### src/rtl/fp_exc_pkg.sv
package fp_exc_pkg;
  localparam int unsigned EXC_N = 6;
  localparam int unsigned RM_W  = 2;
  localparam int unsigned CTL_W = EXC_N + RM_W;

  localparam int unsigned EXC_INEXACT  = 0;
  localparam int unsigned EXC_UNDER    = 1;
  localparam int unsigned EXC_OVER     = 2;
  localparam int unsigned EXC_DIVZERO  = 3;
  localparam int unsigned EXC_INVALID  = 4;
  localparam int unsigned EXC_RANGE    = 5;

  typedef struct packed {
    logic [RM_W-1:0]  rmode;
    logic [EXC_N-1:0] en;
  } ctl_word_t;
endpackage

### src/rtl/exc_flag_bank.sv
module exc_flag_bank #(
  parameter int unsigned W = 6
) (
  input  logic         clk,
  input  logic         rst_n,
  input  logic [W-1:0] set_req,
  input  logic         rd_clr,
  input  logic         wr_en,
  input  logic [W-1:0] wr_data,
  output logic [W-1:0] flags
);
  logic [W-1:0] base;

  // one slice per flag: write value, else cleared by read, else held
  for (genvar i = 0; i < W; i++) begin : g_bit
    always_comb begin
      if (wr_en)       base[i] = wr_data[i];
      else if (rd_clr) base[i] = 1'b0;
      else             base[i] = flags[i];
    end
    always_ff @(posedge clk) begin
      if (!rst_n) flags[i] <= 1'b0;
      else        flags[i] <= base[i] | set_req[i];
    end
  end

  a_r3_sticky: assert property (@(posedge clk) disable iff (!rst_n)
    (!rd_clr && !wr_en) |=> ((flags & $past(flags)) == $past(flags)));
  a_r4_read_clears: assert property (@(posedge clk) disable iff (!rst_n)
    (rd_clr && !wr_en && set_req == '0) |=> (flags == '0));
  a_r5_set_wins: assert property (@(posedge clk) disable iff (!rst_n)
    (|set_req) |=> ((flags & $past(set_req)) == $past(set_req)));
endmodule

### src/rtl/exc_ctl_reg.sv
module exc_ctl_reg #(
  parameter int unsigned W = 8
) (
  input  logic         clk,
  input  logic         rst_n,
  input  logic         wr_valid,
  input  logic [W-1:0] wr_data,
  input  logic         busy,
  output logic         wr_ready,
  output logic [W-1:0] ctl_q
);
  logic take;

  assign wr_ready = !busy;
  assign take     = wr_valid && wr_ready;

  always_ff @(posedge clk) begin
    if (!rst_n)    ctl_q <= '0;
    else if (take) ctl_q <= wr_data;
  end

  a_r9_hold_busy: assert property (@(posedge clk) disable iff (!rst_n)
    busy |=> $stable(ctl_q));
  a_r9_accept: assert property (@(posedge clk) disable iff (!rst_n)
    (wr_valid && !busy) |=> (ctl_q == $past(wr_data)));
endmodule

### src/rtl/exc_irq_gen.sv
module exc_irq_gen #(
  parameter int unsigned W = 6
) (
  input  logic         clk,
  input  logic         rst_n,
  input  logic [W-1:0] en,
  input  logic [W-1:0] set_req,
  output logic         irq
);
  logic [W-1:0] hit;

  assign hit = en & set_req;

  always_ff @(posedge clk) begin
    if (!rst_n) irq <= 1'b0;
    else        irq <= |hit;
  end

  a_r7_pulse: assert property (@(posedge clk) disable iff (!rst_n)
    (|(en & set_req)) |=> irq);
  a_r8_quiet: assert property (@(posedge clk) disable iff (!rst_n)
    (set_req == '0) |=> !irq);
endmodule

### src/rtl/fp_exc_status.sv
module fp_exc_status
  import fp_exc_pkg::*;
(
  input  logic             clk,
  input  logic             rst_n,
  input  logic [EXC_N-1:0] set_req,
  output logic [EXC_N-1:0] status_q,
  input  logic             rd_clr,
  input  logic             st_wr_en,
  input  logic [EXC_N-1:0] st_wr_data,
  input  logic             ctl_wr_valid,
  output logic             ctl_wr_ready,
  input  logic [CTL_W-1:0] ctl_wr_data,
  input  logic             fpu_busy,
  output logic [EXC_N-1:0] exc_en,
  output logic [RM_W-1:0]  round_mode,
  output logic             irq
);
  ctl_word_t  ctl;
  logic [CTL_W-1:0] ctl_raw;

  exc_flag_bank #(.W(EXC_N)) u_flags (
    .clk(clk), .rst_n(rst_n), .set_req(set_req), .rd_clr(rd_clr),
    .wr_en(st_wr_en), .wr_data(st_wr_data), .flags(status_q)
  );

  exc_ctl_reg #(.W(CTL_W)) u_ctl (
    .clk(clk), .rst_n(rst_n), .wr_valid(ctl_wr_valid), .wr_data(ctl_wr_data),
    .busy(fpu_busy), .wr_ready(ctl_wr_ready), .ctl_q(ctl_raw)
  );

  assign ctl        = ctl_word_t'(ctl_raw);
  assign exc_en     = ctl.en;
  assign round_mode = ctl.rmode;

  exc_irq_gen #(.W(EXC_N)) u_irq (
    .clk(clk), .rst_n(rst_n), .en(exc_en), .set_req(set_req), .irq(irq)
  );

  a_r1_ready_tracks_busy: assert property (@(posedge clk) disable iff (!rst_n)
    ctl_wr_ready == !fpu_busy);
endmodule

### config.mk
export PLATFORM = sky130hd
export DESIGN_NAME = fp_exc_status
export DESIGN_NICKNAME = d
export VERILOG_FILES = /design/src/rtl/fp_exc_pkg.sv /design/src/rtl/exc_flag_bank.sv /design/src/rtl/exc_ctl_reg.sv /design/src/rtl/exc_irq_gen.sv /design/src/rtl/fp_exc_status.sv
export SDC_FILE = /design/constraint.sdc
export NUM_CORES = 1
export LEC_CHECK = 0
export BUFFER_PORTS_ARGS = -buffer_cell sky130_fd_sc_hd__buf_2
export CAP_MARGIN = 0
export CELL_PAD_IN_SITES_DETAIL_PLACEMENT = 1
export CELL_PAD_IN_SITES_GLOBAL_PLACEMENT = 2
export CORE_UTILIZATION = 21
export DETAILED_ROUTE_END_ITERATION = 10
export GPL_TIMING_DRIVEN = 0
export PLACE_DENSITY = 0.83
export SLEW_MARGIN = 20
export SYNTH_ARGS = -nofsm -noshare
export SYNTH_HDL_FRONTEND = slang
export SYNTH_SLANG_ARGS = --single-unit
export TNS_END_PERCENT = 20
### constraint.sdc
create_clock -name clk -period 1.2 [get_ports clk]
set_input_delay 0.24 -clock clk [delete_from_list [all_inputs] [get_ports clk]]
set_output_delay 0.24 -clock clk [all_outputs]
set_load 0.005 [all_outputs]
==> Word level (Yosys, flattened, before mapping) <==
Cells that the tools add are included.
{ "word_totals": {"register_bits": 15, "out_inout_bits": 16, "in_bits": 26, "word_cells": 30} }
{ "op_classes": {"mux": 12, "n_reduce_logical": 3, "bitwise": 7} }
{ "op_table": {"columns": ["operator", "count"], "rows": [
  ["2-to-1 mux 1 bit", 12],
  ["AND 6 bit", 1],
  ["bitwise OR 1 bit", 6],
  ["OR reduction 6 bit", 1],
  ["logical AND 1 bit", 1],
  ["zero test 1 bit", 1]
]} }

==> Depth between registers and ports, before layout <==
Gate-level depths: netlist (run 1).
{ "logic_depth": {"depth_word": 3, "ltp_mapped": 4} }

==> Cells and area by module <==
Synthesis (run 1) repeated with hierarchy kept, for this count alone.
{ "unflattened": {"cells_unflattened": 68, "hier_area_um2": 645.6} }
{ "modules_own_cells": {"columns": ["mod", "n_inst", "area_each_um2", "cells_each", "seq_area_each_um2"], "rows": [
  ["exc_ctl_reg", 1, 334.1, 37, 160.2],
  ["exc_flag_bank", 1, 259.0, 25, 120.1],
  ["exc_irq_gen", 1, 52.6, 6, 20.0]
]} }

==> Worst setup path after synthesis (run 1) <==
No wires, ideal clock.
{ "synth_path": {"path_kind": "input -> register", "start": "input st_wr_en", "end": "register u_flags.flags[2]", "n_path_buf": 1, "setup_slack_ps": 314, "setup_ps": 70, "t_arrival_ps": 816, "stages": 3, "path_cell_list": "clkbuf_2 > or3b_1 > a21oi_1"} }
{ "synth_via": {"elab_chain_len": 2} }
{ "synth_lines": {"columns": ["item", "line_no", "rtl"], "rows": [
  ["start: declaration", "fp_exc_status.sv:9", "input logic st_wr_en,"],
  ["2-to-1 mux 1 bit", "exc_flag_bank.sv:17", "if (wr_en) base[i] = wr_data[i];"],
  ["bitwise OR 1 bit", "exc_flag_bank.sv:23", "else flags[i] <= base[i] | set_req[i];"],
  ["end signal: indexed assignment", "exc_flag_bank.sv:23", null],
  ["end: declaration", "exc_flag_bank.sv:10", "output logic [W-1:0] flags"]
]} }
No other way between the ends.
A chain may end at the register's enable or synchronous reset.

==> Worst setup path in the final report (run 1) <==
{ "layout_path": {"start": "register u_ctl.ctl_q[1]", "end": "output exc_en[1]"} }
{ "layout_rtl": {"columns": ["item", "line_no", "rtl"], "rows": [
  ["start: declaration", "exc_ctl_reg.sv:10", "output logic [W-1:0] ctl_q"],
  ["start signal: assignment", "exc_ctl_reg.sv:19", "else if (take) ctl_q <= wr_data;"],
  ["end: declaration", "fp_exc_status.sv:15", "output logic [EXC_N-1:0] exc_en,"]
]} }
No word-level cell between the ends.

==> results of run 1 <==
report_power, final:
part | switching (W) | leakage [nW] | internal, W
Clock | 0.000151 | 0.0177 | 0.000123
Sequential | 0.0000156 | 0.124 | 0.000528
Combinational | 0.0000663 | 0.269 | 0.0000817
cells by family after synthesis:
| group | Yosys count | synth area share (%) |
|---|---|---|
| mux | 8 | 14.45 |
| compound gates | 11 | 14.90 |
| simple gates | 16 | 12.19 |
| flops | 15 | 54.18 |
| buf+inv | 5 | 4.288 |
placed cells by master (no fill, tap or decap):
| cell | synthesis | routed |
|---|---|---|
| buf_2 | 0 | 40 |
| dfxtp_1 | 15 | 15 |
| nor2_1 | 14 | 14 |
| mux2i_1 | 8 | 8 |
| a221oi_1 | 5 | 5 |
| a22oi_1 | 3 | 3 |
| clkbuf_4 | 0 | 3 |
| inv_1 | 2 | 2 |
| a21oi_1 | 2 | 2 |
| a31oi_1 | 1 | 1 |
| clkbuf_1 | 1 | 1 |
| clkbuf_2 | 1 | 1 |
| or3b_1 | 1 | 1 |
| nor2b_1 | 1 | 1 |
| buf_4 | 1 | 1 |
| clkinv_2 | 0 | 1 |
routing by layer:
layer | GRT usage (%) | up-vias | wire [um]
met1 | 12.01 | 248 | 582
met2 | 18.54 | 20 | 705
li1 | - | 285 | -
met3 | 3.736 | 0 | 129
met5 | 0 | - | 0
met4 | 3.947 | 0 | 0
registers in the layout, indices dropped and copies added, names as in the netlist:
register       count
u_ctl.ctl_q        8
u_flags.flags      6
u_irq.irq          1
final timing paths:
| check | start | to | slack, ns | cells past startpoint |
|---|---|---|---|---|
| worst min register to register | u_ctl.ctl_q[6] | u_ctl.ctl_q[6] | 0.50 | 2 |
| worst min-delay path | ctl_wr_data[6] | u_ctl.ctl_q[6] | 0.20 | 3 |
| worst max register to register | u_flags.flags[2] | u_flags.flags[2] | 0.33 | 2 |
| worst max-delay path | u_ctl.ctl_q[1] | exc_en[1] | 0.19 | 1 |
per-stage QoR:
stage	std cells	power [W]	area, um^2	util [%]	setup WS (ns)
after floorplan	55	0.0006204	554.3	-	0.3143
after global placement	125	0.0007028	792.0	31.97	0.09455
after detailed placement	125	0.0007075	792.0	31.97	0.03516
after CTS	129	0.0009888	819.5	33.08	0.1758
after global routing	129	0.001033	819.5	33.08	0.1355
final	129	0.0009657	819.5	33.08	0.1935
cells in the mapped netlist:
cell	count	area, um^2
a31oi_1	1	6.260
or3b_1	1	8.760
nor2_1	14	52.55
dfxtp_1	15	300.3
a22oi_1	3	22.52
clkbuf_2	1	5.000
mux2i_1	8	80.08
a21oi_1	2	10.01
clkbuf_1	1	3.750
nor2b_1	1	6.260
a221oi_1	5	43.79
buf_4	1	7.510
inv_1	2	7.510
layout make-up:
class	instances	share of cell area [%]
Clock inverter	1	0.6107
Timing Repair Buffer	40	24.43
Clock buffer	3	2.748
Multi-Input combinational cell	35	28.09
Sequential cell	15	36.64
Buffer	3	1.985
Inverter	2	0.9160
Tap cell	30	4.580
==> flow_summary.json, run 1 <==
{
  "grt_overflow": 0,
  "start_util_pct": 22.37,
  "die-area_um2": 2849,
  "ant_nets": 0,
  "slew-limit-headroom_pct": 68.84,
  "std_cell_rows": 18,
  "finalNetCount": 126,
  "grt_pass1_vias": 524,
  "drv_cap": 0,
  "worstPathArrival_ns": 0.77,
  "grt_pass1_wl_um": 2173,
  "vias": 553,
  "routed_wl_um": 1417,
  "seq_area_um2": 300.3,
  "syn-instance-count": 55,
  "period_needed_ns": 1.006,
  "seq_area_frac_synth_pct": 54.18,
  "ctsLongestPathBuffers": 2,
  "cts-root-buf": "clkbuf_4",
  "fin_hold_ws_ns": 0.1952,
  "finClkSkew_ns": 0.006394,
  "start_kind": "flip-flop",
  "synthDistinctLibCells": 13,
  "cp_cell_sequence": "buf_2",
  "hold_viol": 0,
  "grt_max_degree": 11,
  "area_growth_pct": 47.86,
  "period_share_pct": 83.87,
  "htree_levels": 1,
  "crit_required_ns": 0.96,
  "drive_gt1_share_pct": 46.46,
  "cts_buffers": 3,
  "critPathCaptureType": "primary output",
  "die_x_um": 53.38,
  "drtIter0Drc": 5,
  "track_usage_pct": 10.77,
  "viasPerCell": 4.287,
  "p_leak_nw": 0.4107,
  "tightest_slew_ns": 0.4675,
  "clock.fmax_ghz": 0.9935,
  "critPathTopFamily": "flip-flops",
  "cts-resized-gates": 0,
  "antenna_found_initial": 0,
  "routedWlPerCell_um": 10.98,
  "multi_input_area_um2": 230.2,
  "postCtsSetupRepairBufs": 0,
  "crit_fanout": 3,
  "critical_path_class": "reg2out",
  "rsz0062_at_grt": "no",
  "cts_tree": "done",
  "path_buf_inv": 1,
  "setup_violations": 0,
  "io_buffers": 40,
  "yosys_warnings": 0,
  "core_area_um2": 2477,
  "clkTransAtPathRegs_ns": 0.09,
  "hold_class": "in2reg",
  "finalMaxSlewViolations": 0,
  "cts_sinks": 15,
  "postCtsHoldBufs": 0,
  "cp_slowest_cell": "dfxtp_1",
  "die_h_um": 53.38,
  "fill_cells": 328,
  "finalSetupTns_ns": 0,
  "io_pins": 42,
  "powerDensity_nw_per_um2": 1178,
  "drcViolationCount": 0,
  "ys_seq_elements": 15,
  "status": "finished clean",
  "synth.avg_cell_area_um2": 10.08,
  "place.gp.congestion": 0.6727,
  "vdd_drop_max_mv": 0.6752,
  "drt_pass1_iterations": 2,
  "insertion_delay_ns": 0.27,
  "slowest_delay_ns": 0.37,
  "syn_nets": 81,
  "antenna_cells": 0,
  "synth_area_um2": 554.3
}
(Power assumes the default switching activity.)
==> run 2: changes to the inputs <==
Settings changed: CORE_UTILIZATION 21 to 20, PLACE_DENSITY 0.83 to 0.8.
Clock period 1.2 ns to 0.99 ns, I/O delays scaled along.
==> run 2 against run 1 <==
Against the previous run:
- sequential share of layout area up 0.54 points
- via count is 1.6% higher
- die area rose by 4.8%
- sequential power up 22%
- non-clock buffer count did not move
- register-to-register slack got worse by 0.21 ns
- critical path type unchanged
==> flow_summary.json, run 2 (synthesized netlist as in run 1, its figures left out) <==
{
  "drive_gt1_share_pct": 50.51,
  "start_kind": "flip-flop",
  "track_usage_pct": 11.71,
  "finalNetCount": 126,
  "hold_viol": 0,
  "antenna_found_initial": 0,
  "grt_pass1_wl_um": 2463,
  "grt_max_degree": 11,
  "period_share_pct": 95.34,
  "io_pins": 42,
  "finClkSkew_ns": 0.002149,
  "fin_util_pct": 32.40,
  "routedWlPerCell_um": 11.64,
  "p_leak_nw": 0.4101,
  "ant_nets": 0,
  "cts_sinks": 15,
  "vdd_drop_max_mv": 0.6944,
  "critical_path_class": "reg2out",
  "area_growth_pct": 48.76,
  "worstSetupStartpoint": "u_ctl.ctl_q[0]",
  "std_cell_rows": 18,
  "core_area_um2": 2545,
  "slew-limit-headroom_pct": 68.87,
  "rsz0062_at_grt": "no",
  "layout_commonest_cell": "buf_2",
  "critPathCaptureType": "primary output",
  "postCtsHoldBufs": 0,
  "finalSetupTns_ns": 0,
  "whs_endpoint": "u_flags.flags[5]",
  "place.gp.congestion": 0.6085,
  "rr_worst_depth": 2,
  "total_power_w": 0.001178,
  "cp_cell_sequence": "buf_2",
  "crit_required_ns": 0.79,
  "routed_wl_um": 1502,
  "seq_area_um2": 306.5,
  "ctsLongestPathBuffers": 2,
  "path_buf_inv": 1,
  "io_buffers": 40,
  "powerDensity_nw_per_um2": 1429,
  "critPathTopFamily": "flip-flops",
  "cp_num_cells": 1,
  "min_path_cells": 3,
  "drt_pass1_iterations": 3,
  "r2r_end": "u_flags.flags[2]",
  "cts_buffers": 3,
  "finalMaxSlewViolations": 0,
  "clkTransAtPathRegs_ns": 0.09,
  "start_util_pct": 21.78,
  "worstPathArrival_ns": 0.75,
  "multi_input_area_um2": 230.2,
  "die_x_um": 54.65,
  "die-area_um2": 2986,
  "status": "finished clean",
  "htree_levels": 1,
  "cts-root-buf": "clkbuf_4",
  "antenna_cells": 0,
  "vias": 562,
  "insertion_delay_ns": 0.27,
  "hold_class": "in2reg",
  "top_regs": "u_ctl.ctl_q: 8 flops, u_flags.flags: 6 flops, u_irq.irq: 1 flops",
  "postCtsSetupRepairBufs": 0,
  "cts_tree": "done",
  "min_from": "set_req[5]",
  "largest_register": "u_ctl.ctl_q",
  "viasPerCell": 4.357,
  "crit-reg2reg-launch": "u_flags.flags[2]",
  "post-dp-hpwl_um": 1243,
  "crit_fanout": 3,
  "die_h_um": 54.65,
  "drtIter0Drc": 2,
  "grt_overflow": 0,
  "drv_cap": 0,
  "layout_common_cells": "buf_2, nor2_1, dfxtp_1",
  "largest_reg_flops": 8,
  "setup_violations": 0,
  "period_needed_ns": 0.9439,
  "fill_cells": 320,
  "ff2ff_setup_slack_ns": 0.12,
  "cp_slowest_cell": "dfxtp_1",
  "cts-resized-gates": 1,
  "slowest_delay_ns": 0.36,
  "drcViolationCount": 0,
  "clock.fmax_ghz": 1.059,
  "tightest_slew_ns": 0.4670,
  "grt_pass1_vias": 560
}
## run 2: cell types whose count changed in the layout (fill, tap and decap cells not counted)
cell	before	now
dfxtp_2	0	5
clkbuf_1	1	2
dfxtp_1	15	10
clkinv_2	1	0
## run 2: per-layer routing
layer  share of wire, %  vias to the layer above  global-route usage, %
met5                  0                        -                      0
met4                  0                        0                  3.846
met1                 44                      253                  13.79
met2                 47                       26                  20.08
li1                   -                      283                      -
met3                9.3                        0                  3.333
## run 2: metrics by stage
stage                     area (um^2)  hold slack (ns)  setup slack, ns  instances
final                           824.5           0.1592          0.04614        129
after global routing            824.5           0.1714         0.001064        129
after CTS                       819.5           0.1546          0.01309        129
after detailed placement        792.0           0.4473          -0.1214        125
after global placement          792.0           0.4321         -0.08699        125
after floorplan                 554.3           0.3239           0.1463         55
## run 2: layout make-up
class | count | area share, %
timing repair buffer | 40 | 24.28
sequential | 15 | 37.18
multi-input combinational | 35 | 27.92
clock buffer | 4 | 3.187
buffer | 3 | 1.973
tap | 30 | 4.552
inverter | 2 | 0.9105
## run 2: power breakdown
| group | internal (W) | switching, W |
|---|---|---|
| combinational | 0.0000992 | 0.0000815 |
| sequential | 0.000642 | 0.0000201 |
| clock | 0.000156 | 0.000179 |
## run 2: worst max-delay path by stage
| stage | end | slack (ns) |
|---|---|---|
| 3_5_place_dp | u_ctl.ctl_q[6] | -0.12 |
| 6_report | exc_en[0] | 0.05 |
| 4_1_cts | exc_en[1] | 0.01 |
| 2_1_floorplan | u_flags.flags[2] | 0.15 |
| 5_1_grt | exc_en[0] | 0.001 |
| 3_3_place_gp | u_ctl.ctl_q[7] | -0.09 |
==> run 3: changes to the inputs <==
Settings changed: ABC_AREA from default to 1, CORE_UTILIZATION 20 to 18, PLACE_DENSITY 0.8 to 0.78.
==> run 3 against run 2 <==
Against the previous run:
- the run now ends with design-rule violations left
- sequential power increased by 2%
- synthesized cell count rose by 35%
- highest routed layer unchanged
- wire length rose by 9.3%
- area after synthesis grew 0.68%
- first-iteration DRC count rose to 10 times the previous value
- setup slack got worse by 0.0053 ns
- core utilization decreased by 2.8 points
- largest cell class unchanged
- final cell count increased by 16%
==> flow_summary.json, run 3 <==
{
  "status": "finished with violations",
  "violations": "design-rule violations",
  "start_kind": "flip-flop",
  "cts_tree": "done",
  "ys_seq_elements": 15,
  "area_growth_pct": 51.57,
  "powerDensity_nw_per_um2": 1452,
  "total_power_w": 0.001228,
  "final_cells": 150,
  "min_from": "ctl_wr_data[7]",
  "drcViolationCount": 5,
  "vias": 640,
  "critPathTopFamily": "flip-flops",
  "synth-edff-count": 0,
  "worstPathArrival_ns": 0.75,
  "start_util_pct": 19.56,
  "viasPerCell": 4.267,
  "hold_viol": 0,
  "drv_cap": 0,
  "finalMaxSlewViolations": 0,
  "cp_slowest_cell": "dfxtp_4",
  "critPathCaptureType": "primary output",
  "crit-reg2reg-launch": "u_ctl.ctl_q[1]",
  "hold_class": "in2reg",
  "whs_endpoint": "u_ctl.ctl_q[7]",
  "top_regs": "u_ctl.ctl_q: 8 flops, u_flags.flags: 6 flops, u_irq.irq: 1 flops",
  "critical_path_class": "reg2out",
  "p_leak_nw": 0.4306,
  "slew-limit-headroom_pct": 85.04,
  "cp_cell_sequence": "buf_6",
  "cts_buffers": 3,
  "die-area_um2": 3327,
  "finalNetCount": 146,
  "std_cell_rows": 19,
  "htree_levels": 1,
  "period_share_pct": 95.88,
  "synthDistinctLibCells": 9,
  "place.gp.congestion": 0.7755,
  "clock.fmax_ghz": 1.054,
  "path_buf_inv": 1,
  "ys_top_cells_by_area": "dfxtp_1, a21oi_1, nor2_1",
  "yosys-top-cells-count": "nor2_1, dfxtp_1, nand2_1",
  "drt_pass1_iterations": 6,
  "postCtsHoldBufs": 0,
  "synth.avg_cell_area_um2": 7.541,
  "crit_fanout": 3,
  "synthFlopType": "dfxtp_1",
  "grt_overflow": 0,
  "die_x_um": 57.68,
  "syn_nets": 100,
  "antenna_cells": 0,
  "min_path_cells": 3,
  "grt_pass1_wl_um": 2628,
  "routedWlPerCell_um": 10.95,
  "layout_common_cells": "buf_2, nor2_1, nand2_1",
  "post-dp-hpwl_um": 1312,
  "layout_commonest_cell": "buf_2",
  "drtIter0Drc": 20,
  "ff2ff_setup_slack_ns": 0.28,
  "routed_wl_um": 1642,
  "tightest_slew_ns": 0.2241,
  "largest_register": "u_ctl.ctl_q",
  "cts-root-buf": "clkbuf_4",
  "io_pins": 42,
  "slowest_delay_ns": 0.37,
  "period_needed_ns": 0.9492,
  "io_buffers": 41,
  "seq_area_frac_synth_pct": 53.81,
  "rsz0062_at_grt": "yes",
  "fin_util_pct": 29.65,
  "yosysMostFrequentCell": "nor2_1",
  "grt_max_degree": 10,
  "dp.cells": 146,
  "track_usage_pct": 10.26,
  "synth_area_um2": 558.0,
  "ant_nets": 0,
  "rr_worst_depth": 4,
  "clkTransAtPathRegs_ns": 0.09,
  "postCtsSetupRepairBufs": 0,
  "grt_pass1_vias": 601,
  "async_flop_share_pct": 0,
  "vdd_drop_max_mv": 0.3838,
  "r2r_end": "u_irq.irq",
  "setup_violations": 0,
  "die_h_um": 57.68,
  "yosys_warnings": 0,
  "largest_reg_flops": 8,
  "syn-instance-count": 74,
  "finClkSkew_ns": 0.001375,
  "antenna_found_initial": 0,
  "ctsLongestPathBuffers": 2,
  "cts_sinks": 15,
  "synth_top_area_cell": "dfxtp_1",
  "core_area_um2": 2853,
  "drive_gt1_share_pct": 45.38,
  "insertion_delay_ns": 0.28,
  "crit_required_ns": 0.79,
  "synth_top_cell_area_share_pct": 53.81
}
==> run 3: changes by cell type in the layout (fill, tap and decap cells not counted), sizes merged, moves of 3 or more <==
cell and delta:
nor2 +4, a221oi -5, nand2 +16, mux2i -8
a22oi -3, a21oi +11, o21ai +8
==> run 3: routing by layer <==
layer  share of wire (%)  up-vias  GRT usage (%)
met3                 8.9        0          2.232
met5                   0        -              0
met2                  45       32          16.78
met4                   0        0          3.061
li1                    -      332              -
met1                  46      276          13.65
==> run 3: kinds of logic after synthesis <==
family                 share of synthesized area (%)
AO/OA/AOI/OAI                                  18.83
buffers and inverters                          2.690
flip-flops                                     53.81
AND/OR/NAND/NOR                                24.66
==> run 3: area by class of cell <==
cell class	instances	area, um^2
sequential	15	311.5
tap	31	38.79
inverter	4	15.01
timing repair buffer	41	211.5
clock buffer	4	26.28
fill	368	2007
multi-input combinational	55	242.7
==> run 3: worst register-to-register path: stages, from the launching register on <==
cell and delay [ns]:
dfxtp_2 0.34, nand2_1 0.05, nand2_1 0.05, nor2_1 0.10, a21oi_1 0.06
==> run 3: how the worst max path moves through the flow <==
| stage | from | endpoint | slack, ns | depth (start not counted) |
|---|---|---|---|---|
| after CTS | u_ctl.ctl_q[4] | exc_en[4] | 0.01 | 1 |
| after floorplan | fpu_busy | u_ctl.ctl_q[0] | 0.32 | 4 |
| after global routing | u_ctl.ctl_q[3] | exc_en[3] | -0.005 | 1 |
| after detailed placement | fpu_busy | u_ctl.ctl_q[2] | 0.11 | 6 |
| final | u_ctl.ctl_q[2] | exc_en[2] | 0.04 | 1 |
| after global placement | fpu_busy | u_ctl.ctl_q[5] | 0.15 | 6 |
==> run 3: what timing repair did <==
action                     4_1_cts  5_1_grt
setup endpoints to repair        3        6
gates resized for setup          3        6
pin swaps                        0        0
cloned                           0        0
==> run 3: power breakdown <==
part | switching, W | leakage, nW | internal, W | total (W)
Combinational | 0.0000988 | 0.288 | 0.000101 | 0.000200
Sequential | 0.0000238 | 0.127 | 0.000649 | 0.000673
Clock | 0.000199 | 0.0150 | 0.000156 | 0.000355
Total | 0.000322 | 0.431 | 0.000906 | 0.00123
==> run 3: metrics by stage <==
stage	worst slack (ns)	TNS, ns	hold slack [ns]	area (um^2)
floorplan	0.3233	0	0.3337	558.0
global placement	0.1513	0	0.4464	802.0
detailed placement	0.1110	0	0.4560	802.0
CTS	0.01000	0	0.1600	832.0
global route	-0.005231	-0.006949	0.1781	845.8
finish	0.04083	0	0.1651	845.8
